### src/rtl/mdio_mgmt_pkg.sv
package mdio_mgmt_pkg;
    timeunit 1ns;
    timeprecision 1ps;

    localparam int FRAME_BITS = 64;
    localparam int TA_FIRST   = 46;    // first bit index released on a read
    localparam int TA_LAST    = 47;    // PHY must drive 0 here
    localparam int ADDR_W     = 4;
    localparam int DATA_W     = 8;

    localparam logic [ADDR_W-1:0] A_CMD0 = 4'h0;
    localparam logic [ADDR_W-1:0] A_CMD1 = 4'h1;
    localparam logic [ADDR_W-1:0] A_CMD2 = 4'h2;
    localparam logic [ADDR_W-1:0] A_CMD3 = 4'h3;
    localparam logic [ADDR_W-1:0] A_STS0 = 4'h4;
    localparam logic [ADDR_W-1:0] A_STS1 = 4'h5;
    localparam logic [ADDR_W-1:0] A_STS2 = 4'h6;
    localparam logic [ADDR_W-1:0] A_STS3 = 4'h7;
    localparam logic [ADDR_W-1:0] A_CTRL = 4'h8;

    localparam int CTRL_RST_BIT = 0;
    localparam int CTRL_MDC_BIT = 4;
    localparam int GO_BIT       = 7;
    localparam int WR_BIT       = 2;

    typedef enum logic [1:0] {
        SEQ_IDLE,
        SEQ_ALIGN,
        SEQ_RUN
    } seq_state_e;

    typedef struct packed {
        logic        wr;
        logic [4:0]  phy;
        logic [4:0]  regad;
        logic [15:0] wdata;
    } mdio_cmd_t;

    // Bit k of the frame goes out as frame[FRAME_BITS-1-k].
    function automatic logic [FRAME_BITS-1:0] build_frame(mdio_cmd_t c);
        return {32'hFFFF_FFFF, 2'b01, (c.wr ? 2'b01 : 2'b10), c.phy, c.regad,
                2'b10, (c.wr ? c.wdata : 16'hFFFF)};
    endfunction
endpackage

### src/rtl/mdio_mdc_div.sv
module mdio_mdc_div #(
    parameter int HALF_DIV = 50
) (
    input  logic clk,
    input  logic rst,
    input  logic run,
    output logic mdc,
    output logic rise_tick,
    output logic fall_tick
);
    timeunit 1ns;
    timeprecision 1ps;

    localparam int CW = (HALF_DIV > 1) ? $clog2(HALF_DIV) : 1;
    localparam logic [CW-1:0] LIMIT = CW'(HALF_DIV - 1);

    logic [CW-1:0] cnt;
    logic          wrap;

    assign wrap      = run && (cnt == LIMIT);
    assign rise_tick = wrap && !mdc;
    assign fall_tick = wrap && mdc;

    always_ff @(posedge clk) begin
        if (rst || !run) begin
            cnt <= '0;
            mdc <= 1'b0;
        end else if (cnt == LIMIT) begin
            cnt <= '0;
            mdc <= ~mdc;
        end else begin
            cnt <= cnt + CW'(1);
        end
    end

    // MDC is parked low one clock after the divider is stopped
    a_r3_low_when_off: assert property (@(posedge clk) disable iff (rst)
        !run |=> !mdc);

    // MDC only moves on a divider wrap or when stopped
    a_r3_toggle_on_tick: assert property (@(posedge clk) disable iff (rst)
        !$stable(mdc) |-> ($past(rise_tick) || $past(fall_tick) || !$past(run)));
endmodule

### src/rtl/mdio_frame_seq.sv
module mdio_frame_seq
    import mdio_mgmt_pkg::*;
(
    input  logic        clk,
    input  logic        rst,
    input  logic        abort,
    input  logic        start,
    input  mdio_cmd_t   cmd,
    input  logic        rise_tick,
    input  logic        fall_tick,
    input  logic        mdc,
    input  logic        mdio_i,
    output logic        busy,
    output logic        mdio_o,
    output logic        mdio_oe,
    output logic [15:0] rd_data,
    output logic        rd_fail
);
    timeunit 1ns;
    timeprecision 1ps;

    localparam int IW = $clog2(FRAME_BITS);
    localparam logic [IW-1:0] LAST_IDX = IW'(FRAME_BITS - 1);

    seq_state_e              state;
    logic [IW-1:0]           bit_idx;
    logic [FRAME_BITS-1:0]   frame;

    assign frame   = build_frame(cmd);
    assign busy    = (state != SEQ_IDLE);
    assign mdio_oe = (state == SEQ_RUN) && (cmd.wr || (bit_idx < IW'(TA_FIRST)));
    assign mdio_o  = mdio_oe ? frame[LAST_IDX - bit_idx] : 1'b0;

    always_ff @(posedge clk) begin
        if (rst || abort) begin
            state   <= SEQ_IDLE;
            bit_idx <= '0;
        end else begin
            unique case (state)
                SEQ_IDLE: if (start) begin
                    state   <= SEQ_ALIGN;
                    bit_idx <= '0;
                end
                SEQ_ALIGN: if (fall_tick) state <= SEQ_RUN;
                SEQ_RUN: if (fall_tick) begin
                    if (bit_idx == LAST_IDX) state <= SEQ_IDLE;
                    else                     bit_idx <= bit_idx + IW'(1);
                end
                default: state <= SEQ_IDLE;
            endcase
        end
    end

    always_ff @(posedge clk) begin
        if (rst) begin
            rd_data <= '0;
            rd_fail <= 1'b0;
        end else if (state == SEQ_ALIGN && !cmd.wr) begin
            rd_fail <= 1'b0;
        end else if (state == SEQ_RUN && rise_tick && !cmd.wr && !abort) begin
            if (bit_idx == IW'(TA_LAST))
                rd_fail <= mdio_i;
            else if (bit_idx > IW'(TA_LAST))
                rd_data <= {rd_data[14:0], mdio_i};
        end
    end

    // the line only moves on a falling MDC edge
    a_r10_stable_while_high: assert property (@(posedge clk) disable iff (rst)
        (mdc && $past(mdc)) |-> ($stable(mdio_o) && $stable(mdio_oe)));

    // a frame that is not aborted ends only after its last bit
    a_r7_done_after_last: assert property (@(posedge clk) disable iff (rst)
        ($past(state) == SEQ_RUN && state == SEQ_IDLE && !$past(abort))
        |-> ($past(bit_idx) == LAST_IDX));
endmodule

### src/rtl/mdio_mgmt_ctrl.sv
module mdio_mgmt_ctrl
    import mdio_mgmt_pkg::*;
#(
    parameter int HALF_DIV = 50
) (
    input  logic              clk,
    input  logic              rst,
    input  logic              reg_wr,
    input  logic [ADDR_W-1:0] reg_addr,
    input  logic [DATA_W-1:0] reg_wdata,
    output logic [DATA_W-1:0] reg_rdata,
    input  logic              mdio_i,
    output logic              mdc,
    output logic              mdio_o,
    output logic              mdio_oe
);
    timeunit 1ns;
    timeprecision 1ps;

    mdio_cmd_t   cmd;
    logic        ctrl_mdc_en;
    logic        ctrl_rst;
    logic        busy;
    logic        start;
    logic        run;
    logic        rise_tick;
    logic        fall_tick;
    logic [15:0] rd_data;
    logic        rd_fail;

    assign run   = ctrl_mdc_en && !ctrl_rst;
    assign start = reg_wr && (reg_addr == A_CMD3) && reg_wdata[GO_BIT] && !busy && !ctrl_rst;

    always_ff @(posedge clk) begin
        if (rst) begin
            cmd         <= '0;
            ctrl_mdc_en <= 1'b1;
            ctrl_rst    <= 1'b0;
        end else if (reg_wr) begin
            unique case (reg_addr)
                A_CMD0: if (!busy) cmd.wdata[7:0]  <= reg_wdata;
                A_CMD1: if (!busy) cmd.wdata[15:8] <= reg_wdata;
                A_CMD2: if (!busy) begin
                    cmd.regad    <= reg_wdata[4:0];
                    cmd.phy[2:0] <= reg_wdata[7:5];
                end
                A_CMD3: if (!busy) begin
                    cmd.phy[4:3] <= reg_wdata[1:0];
                    cmd.wr       <= reg_wdata[WR_BIT];
                end
                A_CTRL: begin
                    ctrl_mdc_en <= reg_wdata[CTRL_MDC_BIT];
                    ctrl_rst    <= reg_wdata[CTRL_RST_BIT];
                end
                default: ;
            endcase
        end
    end

    always_comb begin
        unique case (reg_addr)
            A_CMD0:  reg_rdata = cmd.wdata[7:0];
            A_CMD1:  reg_rdata = cmd.wdata[15:8];
            A_CMD2:  reg_rdata = {cmd.phy[2:0], cmd.regad};
            A_CMD3:  reg_rdata = {busy, 4'b0000, cmd.wr, cmd.phy[4:3]};
            A_STS0:  reg_rdata = rd_data[7:0];
            A_STS1:  reg_rdata = rd_data[15:8];
            A_STS2:  reg_rdata = 8'h00;
            A_STS3:  reg_rdata = {rd_fail, 7'b0};
            A_CTRL:  reg_rdata = {3'b000, ctrl_mdc_en, 3'b000, ctrl_rst};
            default: reg_rdata = 8'h00;
        endcase
    end

    mdio_mdc_div #(.HALF_DIV(HALF_DIV)) div_i (
        .clk       (clk),
        .rst       (rst),
        .run       (run),
        .mdc       (mdc),
        .rise_tick (rise_tick),
        .fall_tick (fall_tick)
    );

    mdio_frame_seq seq_i (
        .clk       (clk),
        .rst       (rst),
        .abort     (ctrl_rst),
        .start     (start),
        .cmd       (cmd),
        .rise_tick (rise_tick),
        .fall_tick (fall_tick),
        .mdc       (mdc),
        .mdio_i    (mdio_i),
        .busy      (busy),
        .mdio_o    (mdio_o),
        .mdio_oe   (mdio_oe),
        .rd_data   (rd_data),
        .rd_fail   (rd_fail)
    );

    // the command is frozen for the whole frame
    a_r8_cmd_frozen: assert property (@(posedge clk) disable iff (rst)
        $past(busy) |-> $stable(cmd));
endmodule

### config.mk
export PLATFORM = sky130hd
export DESIGN_NAME = mdio_mgmt_ctrl
export DESIGN_NICKNAME = d
export VERILOG_FILES = /design/src/rtl/mdio_mgmt_pkg.sv /design/src/rtl/mdio_mdc_div.sv /design/src/rtl/mdio_frame_seq.sv /design/src/rtl/mdio_mgmt_ctrl.sv
export SDC_FILE = /design/constraint.sdc
export NUM_CORES = 1
export LEC_CHECK = 0
export ABC_CLOCK_PERIOD_IN_PS = 2000
export CAP_MARGIN = 10
export CORE_AREA = 2 2 108 110
export CTS_CLUSTER_DIAMETER = 120
export CTS_CLUSTER_SIZE = 28
export DETAILED_ROUTE_END_ITERATION = 8
export DIE_AREA = 0 0 110 112
export HOLD_SLACK_MARGIN = 0.05
export PLACE_DENSITY_LB_ADDON = 0.2
export SLEW_MARGIN = 10
export SYNTH_ARGS = -nofsm -noshare
export SYNTH_HDL_FRONTEND = slang
export SYNTH_SLANG_ARGS = --single-unit
### constraint.sdc
create_clock -name clk -period 2 [get_ports clk]
set_input_delay 0.4 -clock clk [delete_from_list [all_inputs] [get_ports clk]]
set_output_delay 0.4 -clock clk [all_outputs]
set_load 0.005 [all_outputs]
Yosys cells after proc, flatten, opt, wreduce, memory -nomap -nowiden
Index checks and enable logic that the tools add are counted.

$lt $le $gt $ge: 3. Equal/unequal tests: 17. Muxes and demuxes: 15. Reductions and logical operators: 36. $add $sub $neg: 3. Bitwise logic cells: 4.

Operators by type and width (count): one-hot mux 8 bit (8 select lines) (1); equality test 6 bit (second input constant) (3); 2-to-1 mux 6 bit (3); 2-to-1 mux 16 bit (1); logical AND 1 bit (13); adder 6 x 1 -> 6 bit (second input constant) (2); equality test 4 x 3 -> 1 bit (second input constant) (3); one-hot mux 6 bit (2 select lines) (1); AND reduction 3 bit (4); AND reduction 4 bit (3); 2-to-1 mux 2 bit (5); equality test 4 x 2 -> 1 bit (second input constant) (2); less-than comparator 6 x 7 -> 1 bit (second input constant) (1); binary-select mux 1 bit (select 6 bit) (1); greater-than comparator 6 bit (second input constant) (1); less-than comparator 6 bit (second input constant) (1); inequality test 2 bit (second input constant) (3); one-hot mux 2 bit (3 select lines) (1); subtractor 6 bit (first input constant) (1); zero test 1 bit (5); equality test 4 x 1 -> 1 bit (second input constant) (1); equality test 4 bit (second input constant) (1); zero test 4 bit (1); inequality test 2 x 1 -> 1 bit (second input constant) (2); 9 further kinds (18).

Output and inout bits: 11. Register bits: 61. Input port bits: 16.

Depth between registers and ports, before layout
Gate-level depths: netlist of run 1.

Word-level depth: 8. Mapped depth: 6. Gate-level depth less buffers: 6.

By module
From an unflattened synthesis of run 1, not the netlist that was laid out.

Cell total of the unflattened synthesis: 391. Area, all modules: 3437.0 µm².

By module, submodules not included: mdio_mgmt_ctrl (cells each 204, instances 1, area each 1704.1 µm²); mdio_frame_seq (cells each 151, instances 1, area each 1391.3 µm²); mdio_mdc_div (cells each 36, instances 1, area each 341.6 µm²).

Worst setup path after synthesis of run 1
Ideal clock, no wire load.

Kind: input to output. Start: input port reg_addr[2]. End: output port reg_rdata[1]. Cell stages on the path: 5. Data required time: 1.600 ns. Path slack: -0.070 ns. Arrival time: 1.670 ns. Cells stage by stage: buf_2 > buf_1 > mux2_2 > a222oi_1 > o21ai_0.

Longest elaborated chain between the ends: 2. Elaborated cells between the ends (all ways): 9.

Ends and longest elaborated chain: from (decl) (line mdio_mgmt_ctrl.sv:9) `input logic [ADDR_W-1:0] reg_addr,`; equality test 4 bit, or another cell as far along (line mdio_mgmt_ctrl.sv:61) `unique case (reg_addr)`; one-hot mux 8 bit (8 select lines) (*) (line mdio_mgmt_ctrl.sv:61); to (decl) (line mdio_mgmt_ctrl.sv:11) `output logic [DATA_W-1:0] reg_rdata,`.

Mark *: on every way between the ends. The rest lies on a longest branch, timed or not.

Final worst setup path of run 1
Start: register seq_i.bit_idx[2]. End: output port mdio_o.

Longest elaborated chain between the ends: 4. Elaborated cells between the ends (all ways): 7.

Ends and longest elaborated chain: from (decl) (line mdio_frame_seq.sv:26) `logic [IW-1:0] bit_idx;`; from (signal assigned) (line mdio_frame_seq.sv:47) `else bit_idx <= bit_idx + IW'(1);`; subtractor 6 bit or less-than comparator 6 bit (tied branches) (line mdio_frame_seq.sv:32, mdio_frame_seq.sv:31); binary-select mux 1 bit (select 6 bit) or logical OR 1 bit (tied branches) (line mdio_frame_seq.sv:32, mdio_frame_seq.sv:31); 2-to-1 mux 1 bit (implied by the code) or logical AND 1 bit (tied branches) (line mdio_frame_seq.sv:32, mdio_frame_seq.sv:31); 2-to-1 mux 1 bit (*) (line mdio_frame_seq.sv:32) `assign mdio_o = mdio_oe ? frame[LAST_IDX - bit_idx] : 1'b0;`; to (decl) (line mdio_mgmt_ctrl.sv:14) `output logic mdio_o,`.

Mark *: on every way between the ends. The rest lies on a longest branch, timed or not. The select of a mux whose other input is x is not followed.

==> impl_metrics.json, run 1 <==
{
  "crit_chain": "mux4_2 > or2_4 > a211oi_2 > nor4_2 > buf_2",
  "final_util_pct": 43.7,
  "grt_pass1_vias": 3193,
  "endpoint_kind": "output port",
  "hp-class": "reg2reg",
  "wl_met1_mm": 4.89,
  "routed.top_layer": "met4",
  "row_count": 39,
  "fin_hold_ws_ns": 0.494,
  "tightest_slew_ns": 0.486,
  "syn_inst": 369,
  "initial_core_util_pct": 29.3,
  "rsz0062_at_grt": "yes",
  "design_area_um2": 4880,
  "slew_headroom_pct": 67.5,
  "yosys.area.top_type": "dfxtp_1",
  "clockRootBuffer": "clkbuf_16",
  "met3_length_um": 473,
  "met2_length_mm": 4.83,
  "gp_congestion": 0.856,
  "instances_no_fill": 629,
  "io-pin-count": 27,
  "status": "finished with violations",
  "powerDensity_nw_per_um2": 662,
  "yosys.area.top_type_share_pct": 37.4,
  "critical_path.max_fanout": 5,
  "wl_per_cell_um": 16.7,
  "fin_crit_ns": 2.32,
  "syn_area_um2": 3270,
  "power_mw": 3.23,
  "avgSynthCellArea_um2": 8.86,
  "die_h_um": 112,
  "die_w_um": 110,
  "dpl.hpwl_mm": 7.74,
  "ys_ff_latch": 61,
  "core_um2": 11200,
  "async_flop_share_pct": 0,
  "violations": "negative setup slack",
  "cts_tree": "yes",
  "finalCritPeriodShare_pct": 116,
  "htree_levels": 3,
  "grt_max_degree": 48,
  "insertion_delay_ns": 0.33,
  "startpoint_type": "flop",
  "synthTopCellsByArea": "dfxtp_1 (37%), mux2i_1 (11%), nand2_1 (5.1%), nand3_1 (4.6%), nand2b_1 (4.0%)",
  "ir_drop_mv": 0.387,
  "numCtsBuffers": 9,
  "drive_gt1_share_pct": 36.2,
  "p_leak_nw": 1.89,
  "path_clk_slew_ns": 0.05,
  "avgViaCountPerCell": 5.07,
  "cap_violations": 0,
  "dr.pass1.iters": 4,
  "yosys_warnings": 0,
  "grtUsageTotal_pct": 18.1,
  "drt-total-wl_mm": 10.5,
  "fmax_mhz": 432,
  "placed_cell_area_um2": 4270,
  "ys_top_cells_by_count": "dfxtp_1 (61), nand2_1 (44), mux2i_1 (36)",
  "synthMostInstantiatedCell": "dfxtp_1",
  "ant_nets": 0,
  "ys_seq_area_share_pct": 37.4,
  "dieArea_um2": 12300,
  "drv_slew": 0,
  "num_antenna_cells": 0,
  "overflow": 0,
  "cp.required_ns": 1.60,
  "setup_viol": 2,
  "finalHoldViolCount": 0,
  "drt_iter0_drc": 218,
  "clkSinkCount": 61,
  "syn_to_final_growth_pct": 49.2,
  "antenna_found_initial": 0,
  "grt_pass1_wl_mm": 16.7,
  "clock_path_buffers": 2,
  "cp_num_buf_inv": 1,
  "slowest_delay_ns": 0.54,
  "placed_cells": 600,
  "drc": 0,
  "skew_ns": 0.00423,
  "yosys_most_used_dff": "dfxtp_1",
  "synth-edff-count": 0,
  "critPathKind": "reg2out",
  "cp_slowest_cell": "mux4_2",
  "nets": 500,
  "vias": 3192,
  "syn_nets": 388,
  "portBuffers": 26,
  "layout_setup_ws_ns": -0.317,
  "cp_top_family": "multiplexers",
  "yosys.cell_types.count": 61,
  "arrival_ns": 1.92
}
-- final timing paths --
path	start	to	slack [ns]	depth (start not counted)
setup / recovery	seq_i.bit_idx[2]	mdio_o	-0.32	5
hold / removal	seq_i.rd_fail	seq_i.rd_fail	0.49	2
setup reg to reg	seq_i.bit_idx[0]	seq_i.bit_idx[5]	0.21	7
hold reg to reg	seq_i.rd_fail	seq_i.rd_fail	0.49	2
-- where the power goes --
part	switching, mW	total [mW]	leakage [nW]	internal [mW]
logic	0.134	0.269	1.23	0.135
clock network	0.568	1.72	0.163	1.15
registers	0.00871	1.24	0.495	1.23
total	0.710	3.23	1.89	2.52
-- per-stage QoR --
stage / setup slack [ns] / setup TNS, ns
CTS: -0.367 / -0.504
floorplan: 0.00705 / 0
global route: -0.388 / -0.599
finish: -0.317 / -0.357
detailed placement: -0.794 / -16.27
global placement: -0.755 / -15.61
-- worst register-to-register path: cells and delay by family (launching register included) --
family | cells | cell delay (ns)
flip-flops | 1 | 0.37
buffers and inverters | 2 | 0.34
adder cells (fa/ha/maj) | 1 | 0.20
AO/OA/AOI/OAI | 2 | 0.45
AND/OR/NAND/NOR | 1 | 0.10
multiplexers | 1 | 0.24
-- layout by cell type (no fill, tap or decap), types with 4 or more instances in the layout --
cell type        Yosys  routed
nand2_1             44      44
a22oi_1              8       6
buf_2                5      13
clkdlybuf4s50_1      0      12
clkbuf_16            0       9
nor2_1              24      23
a21oi_1             23      23
nand3_1             30      30
buf_4                2      85
mux4_2               4       4
dfxtp_1             61      56
inv_1                7       7
buf_6                0      11
mux2_2               6       4
o21ai_0              7       4
mux2i_1             36      35
nand2b_1            21      21
-- per-layer routing --
metal | vias up | GRT usage [%]
li1 | 1581 | -
met2 | 65 | 27.9
met3 | 18 | 3.34
met4 | 0 | 7.34
met5 | - | 0
met1 | 1528 | 24.7
-- logic make-up (layout without fill, tap and decap cells) --
group,count (synthesis),count (layout),synth area share (%)
buffers and inverters,29,146,3.79
muxes,46,46,15.8
AOI/OAI and AO/OA,67,67,14.2
DFF,61,61,37.4
and+or+nand+nor,158,158,26.3
adders and majority gates,3,3,1.15
xor gates and xnor gates,5,5,1.34
-- registers in the layout (all words and copies together), names as in the netlist --
register       flops
seq_i.rd_fail      1
div_i.cnt          6
ctrl_mdc_en        1
seq_i.bit_idx      6
seq_i.rd_data     16
cmd               27
div_i.mdc          1
ctrl_rst           1
seq_i.state        2
-- final cells by class --
class,count,area (um2)
Inverter,7,26.3
Timing Repair Buffer,123,987
Sequential cell,61,1230
Fill cell,1078,6300
Clock buffer,12,256
Clock inverter,4,70.1
Multi-Input combinational cell,279,2130
Tap cell,143,179
-- repair_timing --
action                                  in CTS  in global routing
gates resized for setup                    103                 20
pin swaps                                   13                  3
endpoints found under the setup margin      21                 10
hold buffers                                 0                  0
setup buffers                               11                  3
(Power assumes the default switching activity.)
==> run 2: changes to the inputs <==
--- a/config.mk
+++ b/config.mk
@@ -5,7 +5,7 @@
 export SDC_FILE = /design/constraint.sdc
 export NUM_CORES = 1
 export LEC_CHECK = 0
-export ABC_CLOCK_PERIOD_IN_PS = 2000
+export ABC_CLOCK_PERIOD_IN_PS = 2250
 export CAP_MARGIN = 10
 export CORE_AREA = 2 2 108 110
 export CTS_CLUSTER_DIAMETER = 120
==> constraint.sdc (replaced) <==
create_clock -name clk -period 2.25 [get_ports clk]
set_input_delay 0.45 -clock clk [delete_from_list [all_inputs] [get_ports clk]]
set_output_delay 0.45 -clock clk [all_outputs]
set_load 0.005 [all_outputs]
==> impl_metrics.json, run 2 (synthesis gave the netlist of run 1 again) <==
{
  "final_util_pct": 42.6,
  "status": "finished with violations",
  "largest_register_ffs": 27,
  "fillers": 1109,
  "drt-total-wl_mm": 10.3,
  "clockRootBuffer": "clkbuf_16",
  "grt_max_degree": 48,
  "nets": 490,
  "clock_path_buffers": 2,
  "dieArea_um2": 12300,
  "wl_per_cell_um": 16.7,
  "num_antenna_cells": 0,
  "clkSinkCount": 61,
  "layout_common_cells": "buf_4 (80), dfxtp_1 (59), nand2_1 (44), mux2i_1 (36), nand3_1 (30)",
  "placed_cells": 593,
  "drc": 0,
  "top_regs": "cmd: 27 flops, seq_i.rd_data: 16 flops",
  "seq_area_um2": 1230,
  "die_w_um": 110,
  "p_sw_mw": 0.630,
  "vias": 3089,
  "grtUsageTotal_pct": 18.1,
  "layout_setup_ws_ns": -0.123,
  "dpl.hpwl_mm": 7.61,
  "violations": "negative setup slack",
  "startpoint_type": "flop",
  "cap_violations": 0,
  "drv_slew": 0,
  "tightest_slew_ns": 0.594,
  "grt_pass1_wl_mm": 16.6,
  "dp_slack_ns": -0.641,
  "portBuffers": 26,
  "instances_no_fill": 619,
  "regMostFlops": "cmd",
  "ant_nets": 0,
  "overflow": 0,
  "setup_viol": 1,
  "p_leak_nw": 1.83,
  "power_mw": 2.77,
  "fin_crit_ns": 2.37,
  "pwr-share-comb_pct": 7.8,
  "dr.pass1.iters": 4,
  "fmax_mhz": 421,
  "finalHoldViolCount": 0,
  "multi_input_comb_area_um2": 2080,
  "layout_commonest_cell": "buf_4",
  "die_h_um": 112,
  "htree_levels": 3,
  "clock_power_share_pct": 52.5,
  "row_count": 39,
  "insertion_delay_ns": 0.33,
  "ir_drop_mv": 0.342,
  "hp-class": "reg2reg",
  "core_um2": 11200,
  "cp.required_ns": 1.80,
  "path_clk_slew_ns": 0.06,
  "critical_path.max_fanout": 6,
  "rsz0062_at_grt": "yes",
  "initial_core_util_pct": 29.3,
  "syn_to_final_growth_pct": 45.7,
  "gp_congestion": 0.818,
  "io-pin-count": 27,
  "design_area_um2": 4760,
  "placed_cell_area_um2": 4230,
  "critPathKind": "reg2out",
  "slew_headroom_pct": 59.9,
  "avgViaCountPerCell": 4.99,
  "switching_share_pct": 22.7,
  "grt_pass1_vias": 3145,
  "numCtsBuffers": 9,
  "pwr-share-seq_pct": 39.7,
  "skew_ns": 0.00714,
  "endpoint_kind": "output port",
  "p_int_mw": 2.14,
  "antenna_found_initial": 0,
  "finalCritPeriodShare_pct": 105,
  "drt_iter0_drc": 180,
  "drive_gt1_share_pct": 31.9,
  "powerDensity_nw_per_um2": 582,
  "cts_tree": "yes",
  "arrival_ns": 1.92
}
-- run 2: critical path, stage by stage (launching register included) --
cell and delay (ns):
dfxtp_4 0.41, buf_12 0.12, mux2_2 0.33, o211a_1 0.24, a2111oi_4 0.25, nor4_2 0.09, buf_2 0.14
-- run 2: layer usage --
metal  up-vias  routed length, um  global-route usage [%]
li1       1556                  -                       -
met1      1469               5050                    25.0
met2        49               4790                    27.1
met3        15                249                    3.04
met4         0                222                    8.44
met5         -                  0                       0
-- run 2: what timing repair did --
| action | CTS | global route |
|---|---|---|
| setup endpoints to repair | 10 | 10 |
| pin swaps | 10 | 4 |
| resized for setup | 53 | 18 |
| gates cloned | 0 | 0 |
| setup buffers | 7 | 3 |
| hold buffers | 0 | 0 |
-- run 2: final cells by class --
class                      count  area share, %
tap                          143           3.76
sequential                    61           25.8
clock buffer                  13           5.67
clock inverter                 3          0.893
timing repair buffer         113           19.7
multi-input combinational    279           43.6
inverter                       7          0.551
-- run 2: path summary, 6_finish.rpt --
check                                      start  slack (ns)  depth (start not counted)          endpoint
worst max-delay path            seq_i.bit_idx[1]       -0.12                          6            mdio_o
worst min-delay path                div_i.cnt[0]        0.47                          1      div_i.cnt[0]
worst max register to register      div_i.cnt[0]        0.21                          5  seq_i.bit_idx[2]
worst min register to register      div_i.cnt[0]        0.47                          1      div_i.cnt[0]
-- run 2: power groups by stage --
stage | Clock (mW) | Sequential (mW) | Combinational, mW
after floorplan | 0 | 1.12 | 0.0919
after global placement | 0 | 1.12 | 0.204
after detailed placement | 0 | 1.13 | 0.205
after CTS | 1.48 | 1.10 | 0.213
after global routing | 1.53 | 1.10 | 0.234
final | 1.46 | 1.10 | 0.217
-- run 2: stage by stage --
stage | setup TNS, ns | hold slack (ns)
after floorplan | 0 | 0.433
after detailed placement | -7.21 | 0.456
after global routing | -0.183 | 0.483
after global placement | -7.34 | 0.449
final | -0.123 | 0.467
after CTS | -0.199 | 0.469
